--- config.mk ---
export PLATFORM = sky130hd
export DESIGN_NAME = sclk_div_master
export DESIGN_NICKNAME = d
export VERILOG_FILES = /design/src/rtl/sdm_pkg.sv /design/src/rtl/sdm_sync.sv /design/src/rtl/sdm_timer.sv /design/src/rtl/sdm_datapath.sv /design/src/rtl/sclk_div_master.sv
export SDC_FILE = /design/constraint.sdc
export NUM_CORES = 1
export LEC_CHECK = 0
export ABC_AREA = 1
export CAP_MARGIN = 40
export CORE_ASPECT_RATIO = 1.25
export CORE_MARGIN = 3
export CORE_UTILIZATION = 53
export CTS_CLUSTER_SIZE = 25
export DETAILED_ROUTE_END_ITERATION = 16
export PLACE_DENSITY_LB_ADDON = 0.3
export SKIP_LAST_GASP = 1
export SLEW_MARGIN = 0
export SYNTH_ARGS = -nofsm -noshare
export SYNTH_HDL_FRONTEND = slang
export SYNTH_SLANG_ARGS = --single-unit
--- constraint.sdc ---
create_clock -name clk -period 1.6 [get_ports clk]
set_clock_uncertainty 0.05 [all_clocks]
set_input_delay 0.32 -clock clk [delete_from_list [all_inputs] [get_ports clk]]
set_output_delay 0.32 -clock clk [all_outputs]
set_load 0.01 [all_outputs]
--- src/rtl/sdm_pkg.sv ---
package sdm_pkg;

   typedef enum logic [1:0] {
      ST_IDLE  = 2'd0,
      ST_LEAD  = 2'd1,
      ST_SHIFT = 2'd2
   } sdm_state_e;

endpackage

--- src/rtl/sdm_sync.sv ---
module sdm_sync #(
   parameter int STAGES = 2
) (
   input  logic clk,
   input  logic rst_n,
   input  logic d,
   output logic q
);

   generate
      if (STAGES < 2) begin : g_bad_stages
         $error("sdm_sync: STAGES must be at least 2");
      end
   endgenerate

   logic [STAGES-1:0] chain;

   always_ff @(posedge clk or negedge rst_n) begin
      if (!rst_n) chain <= '0;
      else        chain <= {chain[STAGES-2:0], d};
   end

   assign q = chain[STAGES-1];

endmodule

--- src/rtl/sdm_timer.sv ---
module sdm_timer #(
   parameter int DIV  = 6,
   parameter int SYNC = 2
) (
   input  logic clk,
   input  logic rst_n,
   input  logic in_lead,
   input  logic in_shift,
   input  logic last_bit,
   output logic sclk,
   output logic lead_done,
   output logic rise_tick,
   output logic fall_tick,
   output logic cap_tick,
   output logic word_end
);

   localparam int HALF = DIV / 2;
   localparam int CW   = (DIV > 1) ? $clog2(DIV) : 1;
   localparam logic [CW-1:0] C_END  = CW'(DIV - 1);
   localparam logic [CW-1:0] C_FALL = CW'(HALF - 1);
   localparam logic [CW-1:0] C_CAP  = CW'(HALF - 1 + SYNC);

   generate
      if ((DIV % 2) != 0 || DIV < 4) begin : g_bad_div
         $error("sdm_timer: DIV must be even and at least 4");
      end
      if (SYNC >= HALF) begin : g_bad_sync
         $error("sdm_timer: SYNC must be below DIV/2");
      end
   endgenerate

   logic [CW-1:0] cnt;
   logic          bit_end;

   always_ff @(posedge clk or negedge rst_n) begin
      if (!rst_n)                                    cnt <= '0;
      else if (!(in_lead || in_shift) || cnt == C_END) cnt <= '0;
      else                                           cnt <= cnt + 1'b1;
   end

   assign lead_done = in_lead  && (cnt == C_END);
   assign bit_end   = in_shift && (cnt == C_END);
   assign fall_tick = in_shift && (cnt == C_FALL);
   assign cap_tick  = in_shift && (cnt == C_CAP);
   assign rise_tick = lead_done || (bit_end && !last_bit);
   assign word_end  = bit_end && last_bit;

   always_ff @(posedge clk or negedge rst_n) begin
      if (!rst_n)         sclk <= 1'b0;
      else if (rise_tick) sclk <= 1'b1;
      else if (fall_tick) sclk <= 1'b0;
   end

   // high-phase length monitor for the width check
   logic [CW:0] hi_len;
   always_ff @(posedge clk or negedge rst_n) begin
      if (!rst_n)    hi_len <= '0;
      else if (sclk) hi_len <= hi_len + 1'b1;
      else           hi_len <= '0;
   end

   a_r3_high_width: assert property (@(posedge clk) disable iff (!rst_n)
      $fell(sclk) |-> (hi_len == (CW+1)'(HALF)));

   a_r3_no_double_event: assert property (@(posedge clk) disable iff (!rst_n)
      !(rise_tick && fall_tick));

endmodule

--- src/rtl/sdm_datapath.sv ---
module sdm_datapath #(
   parameter int W = 8
) (
   input  logic         clk,
   input  logic         rst_n,
   input  logic         load,
   input  logic [W-1:0] tx_word,
   input  logic         rise_tick,
   input  logic         cap_tick,
   input  logic         miso_s,
   input  logic         word_end,
   output logic         mosi,
   output logic [W-1:0] rx_word
);

   generate
      if (W < 2) begin : g_bad_width
         $error("sdm_datapath: W must be at least 2");
      end
   endgenerate

   logic [W-1:0] tx_sh;
   logic [W-1:0] rx_sh;

   always_ff @(posedge clk or negedge rst_n) begin
      if (!rst_n) begin
         tx_sh <= '0;
         mosi  <= 1'b0;
      end else if (load) begin
         tx_sh <= tx_word;
      end else if (rise_tick) begin
         mosi  <= tx_sh[W-1];
         tx_sh <= {tx_sh[W-2:0], 1'b0};
      end
   end

   always_ff @(posedge clk or negedge rst_n) begin
      if (!rst_n) begin
         rx_sh   <= '0;
         rx_word <= '0;
      end else begin
         if (cap_tick) rx_sh   <= {rx_sh[W-2:0], miso_s};
         if (word_end) rx_word <= rx_sh;
      end
   end

   a_r5_no_capture_at_end: assert property (@(posedge clk) disable iff (!rst_n)
      !(cap_tick && word_end));

endmodule

--- src/rtl/sclk_div_master.sv ---
module sclk_div_master
   import sdm_pkg::*;
#(
   parameter int DATA_W      = 8,
   parameter int DIV         = 6,
   parameter int SYNC_STAGES = 2
) (
   input  logic              clk,
   input  logic              rst_n,
   input  logic              start,
   input  logic [DATA_W-1:0] tx_data,
   output logic              busy,
   output logic [DATA_W-1:0] rx_data,
   output logic              done,
   output logic              sclk,
   output logic              mosi,
   input  logic              miso,
   output logic              cs_n
);

   localparam int BW = (DATA_W > 1) ? $clog2(DATA_W) : 1;
   localparam logic [BW-1:0] B_LAST = BW'(DATA_W - 1);

   sdm_state_e    state;
   logic [BW-1:0] bitcnt;
   logic          accept, last_bit, miso_s;
   logic          lead_done, rise_tick, fall_tick, cap_tick, word_end;

   assign accept   = (state == ST_IDLE) && start;
   assign last_bit = (bitcnt == B_LAST);
   assign busy     = (state != ST_IDLE);

   sdm_sync #(.STAGES(SYNC_STAGES)) u_sync (
      .clk(clk), .rst_n(rst_n), .d(miso), .q(miso_s)
   );

   sdm_timer #(.DIV(DIV), .SYNC(SYNC_STAGES)) u_timer (
      .clk       (clk),
      .rst_n     (rst_n),
      .in_lead   (state == ST_LEAD),
      .in_shift  (state == ST_SHIFT),
      .last_bit  (last_bit),
      .sclk      (sclk),
      .lead_done (lead_done),
      .rise_tick (rise_tick),
      .fall_tick (fall_tick),
      .cap_tick  (cap_tick),
      .word_end  (word_end)
   );

   sdm_datapath #(.W(DATA_W)) u_data (
      .clk       (clk),
      .rst_n     (rst_n),
      .load      (accept),
      .tx_word   (tx_data),
      .rise_tick (rise_tick),
      .cap_tick  (cap_tick),
      .miso_s    (miso_s),
      .word_end  (word_end),
      .mosi      (mosi),
      .rx_word   (rx_data)
   );

   always_ff @(posedge clk or negedge rst_n) begin
      if (!rst_n) begin
         state  <= ST_IDLE;
         cs_n   <= 1'b1;
         done   <= 1'b0;
         bitcnt <= '0;
      end else begin
         done <= 1'b0;
         case (state)
            ST_IDLE: if (start) begin
               state <= ST_LEAD;
               cs_n  <= 1'b0;
            end
            ST_LEAD: if (lead_done) begin
               state  <= ST_SHIFT;
               bitcnt <= '0;
            end
            ST_SHIFT: begin
               if (word_end) begin
                  state <= ST_IDLE;
                  cs_n  <= 1'b1;
                  done  <= 1'b1;
               end else if (rise_tick) begin
                  bitcnt <= bitcnt + 1'b1;
               end
            end
            default: state <= ST_IDLE;
         endcase
      end
   end

   a_r8_sclk_low_when_released: assert property (@(posedge clk) disable iff (!rst_n)
      cs_n |-> !sclk);

   a_r4_mosi_moves_on_rise: assert property (@(posedge clk) disable iff (!rst_n)
      !$stable(mosi) |-> $rose(sclk));

   a_r6_done_after_release: assert property (@(posedge clk) disable iff (!rst_n)
      done |-> (cs_n && !busy));

   a_r6_done_single: assert property (@(posedge clk) disable iff (!rst_n)
      done |=> !done);

   a_r7_busy_holds: assert property (@(posedge clk) disable iff (!rst_n)
      (busy && start && !done) |=> (busy || done));

endmodule

==> results by group <==
Status
  • Status: completed

Route
  • Routed wire length per instance: 13.8 um
  • Initial DRC count: 30
  • Via-per-instance ratio: 5.16
  • Router iterations before antenna repair: 4
  • Total via count in the routed design: 1348
  • Drt drc: 0
  • Post-detailed-route count of antenna-violating nets: 0
  • Final wirelength: 3610 um

Finish
  • Synth-to-layout area growth: 29.9%
  • Fill cells: 224
  • Final antenna diode count: 0
  • Nets: 245
  • Fraction of layout instances using a drive strength above 1: 25.8%
  • Final non-filler cell area: 2240 um^2
  • Post-Layout Cell Count: 261

Timing
  • Worst slew margin: 69.2%
  • Final setup viols: 0
  • Slew Limit Fails: 0
  • Setup repair after global routing missed its margin: yes
  • Setup total negative slack: 0 ps
  • Top achievable clock speed: 639 MHz
  • Number of failing hold endpoints at the final stage: 0
  • Final min period: 1570 ps
  • Slew at the pin with the worst max-slew slack: 462 ps
  • Final worst path period share: 97.9%

Synthesis
  • Library cell with the highest instance count after synthesis: nand2_1
  • Synth Warn #: 0
  • Net Count, Synth: 204
  • Share of synthesized registers carrying an async set or reset: 100%
  • Share of synthesized area occupied by flip-flops and latches: 55.2%
  • Most used standard cells in the synthesized netlist: 51 x nand2_1, 37 x dfrtp_1, 21 x inv_1
  • EDFF count, synth: 0
  • Average size of a mapped cell: 9.43 um^2
  • Main area contributors after synthesis: dfrtp_1 54%, nand2_1 11%, ha_1 6.5%, nand3_1 5.8%, inv_1 4.6%
  • Unique cell type count in the Yosys netlist: 23
  • Synthesis-stage register bit count: 38
  • Cell taking the most area after synthesis: dfrtp_1
  • Area fraction of the dominant cell type after synthesis: 53.7%
  • Gate count after technology mapping: 183
  • Top flip-flop cell by instance count after synthesis: dfrtp_1
  • Post-synthesis instance area: 1730 um^2

Clock tree
  • TritonCTS Sinks: 38
  • Root buffer selected by CTS: clkbuf_4
  • Clock latency on the worst-skew pair: 350 ps
  • Maximum clock path buffer count: 2
  • CTS tree: done
  • CTS clk-pin slew, worst paths: 120 ps
  • Number of buffers created by CTS: 5
  • CTS HTree Levels: 2

Worst setup path
  • Arrival time of the worst setup path: 1810 ps
  • Worst setup EP type: flip-flop
  • CP Class: flip-flop to flip-flop
  • Crit path launch type: flip-flop
  • Largest fanout on the critical path: 8
  • Crit path required time: 1840 ps

Hold path
  • Worst min-delay path category: flip-flop to flip-flop

GRT
  • Global-route wire length before repair: 5990 um
  • Largest net degree at the start of global routing: 39
  • Via count of the first global-routing pass: 1413
  • Global-route usage over all layers: 19.6%
  • Initial antenna violation count: 0
  • GR Overflow Total: 0

Placed design
  • Placer congestion estimate: 0.786
  • Placed inst area: 2050 um^2
  • Number of buffers added on ports: 24
  • Detailed Place HPWL: 2530 um
  • Placed Instances: 250

Power and ir drop
  • Pint: 2120 uW
  • Static leakage: 0.00116 uW
  • Max rail drop VDD: 1.37 mV
  • Clock share of power: 26.8%
  • Relative contribution of sequential cells to total power: 40.6%
  • Share of power burned in combinational logic: 32.6%
  • Total power density per cell area: 1410 nW/um^2
  • Fraction of power spent switching nets: 33.0%
  • Total power draw: 3170 uW
  • P_sw: 1050 uW

Die
  • Number of top-level pins: 25
  • Die span in y: 69.8 um
  • CORE AREA: 3030 um^2
  • Horizontal die dimension: 57.0 um
  • Starting utilization of the core area: 57.0%
  • Std cell rows: 22
  • Die area: 3980 um^2

Run
  • Max-cap violations: 0
-- stage by stage --
| step | utilization [%] | hold WS [ps] | setup WS, ps |
|---|---|---|---|
| 2_1_floorplan | - | -25.6 | 164 |
| 3_3_place_gp | 67.7 | 291 | 47.4 |
| 3_5_place_dp | 67.7 | 302 | -8.34 |
| 4_1_cts | 71.9 | 332 | -126 |
| 5_1_grt | 74.0 | 332 | -63.7 |
| 6_report | 74.0 | 326 | 34.3 |
-- registers in the layout, summed over array words and instances (netlist names) --
signal	flops
u_data.rx_sh	8
u_data.rx_word	8
u_data.tx_sh	8
bitcnt	3
u_timer.cnt	3
state	2
u_sync.chain	2
cs_n	1
done	1
u_data.mosi	1
u_timer.sclk	1
-- cell families after synthesis --
| kind of cell | Yosys count | share of synthesized area [%] |
|---|---|---|
| simple gates | 89 | 23.3 |
| xor+xnor | 1 | 0.508 |
| buf+inv | 26 | 7.18 |
| flops | 38 | 55.2 |
| fa+ha+maj | 9 | 6.53 |
| compound gates | 20 | 7.32 |
-- power groups by stage --
stage / logic [uW] / registers [uW] / clock network [uW]
CTS: 941 / 1270 / 870
detailed placement: 953 / 1280 / 0
floorplan: 578 / 1270 / 0
finish: 1030 / 1290 / 850
global route: 1160 / 1310 / 912
global placement: 889 / 1270 / 0
-- per-layer routing --
| layer | wire, um | vias to the layer above | GRT usage (%) |
|---|---|---|---|
| met3 | 136 | 7 | 4.47 |
| met2 | 2030 | 32 | 35.6 |
| met1 | 1370 | 653 | 20.4 |
| met5 | 0 | - | 0 |
| li1 | - | 656 | - |
| met4 | 78 | 0 | 9.79 |
-- worst max-delay path: stages (launching register included) --
cell and delay (ps):
dfrtp_1 440, ha_4 190, ha_4 160, inv_2 40, nand2_1 50, nand2_2 90, nand2_4 80, nor2_4 220
nand2_1 110, nand3_2 60
-- path summary, 6_finish.rpt --
path	from	endpoint	slack, ps	cells past startpoint
min in group asynchronous	rst_n	u_timer.cnt[0]	480	3
max	bitcnt[0]	u_data.tx_sh[2]	30	9
min reg2reg	u_sync.chain[0]	u_sync.chain[1]	330	0
min	u_sync.chain[0]	u_sync.chain[1]	330	0
max in group asynchronous	rst_n	cs_n	680	3
max reg2reg	bitcnt[0]	u_data.tx_sh[2]	30	9
-- cell usage in the layout, fill, tap and decap left out, drive strengths merged, types with 2 or more instances in the layout --
cell	synthesis	final
dlygate4sd2	0	12
nand3	21	21
clkbuf	0	8
clkdlybuf4s50	0	10
nand2	56	56
bufinv	0	2
nor2	10	10
o21ai	18	18
a21oi	2	2
inv	22	22
ha	9	9
dfrtp	37	37
buf	4	13
-- repair_timing --
item	CTS	global route
endpoints found under the hold margin	37	0
resized for setup	18	18
pin swaps	2	11
setup buffers	1	1
hold buffers	1	0
setup endpoints to repair	19	13
-- area by class of cell --
| type | count | area (um^2) | share of cell area (%) |
|---|---|---|---|
| flip-flops and latches | 38 | 952 | 42.5 |
| multi-input cells | 119 | 722 | 32.2 |
| repair buffers | 38 | 327 | 14.6 |
| inverters | 22 | 85.1 | 3.79 |
| clock inverters | 2 | 60.1 | 2.68 |
| clock buffers | 6 | 51.3 | 2.29 |
| well taps | 36 | 45.0 | 2.01 |
No activity file was read; power rests on OpenSTA's default activity.
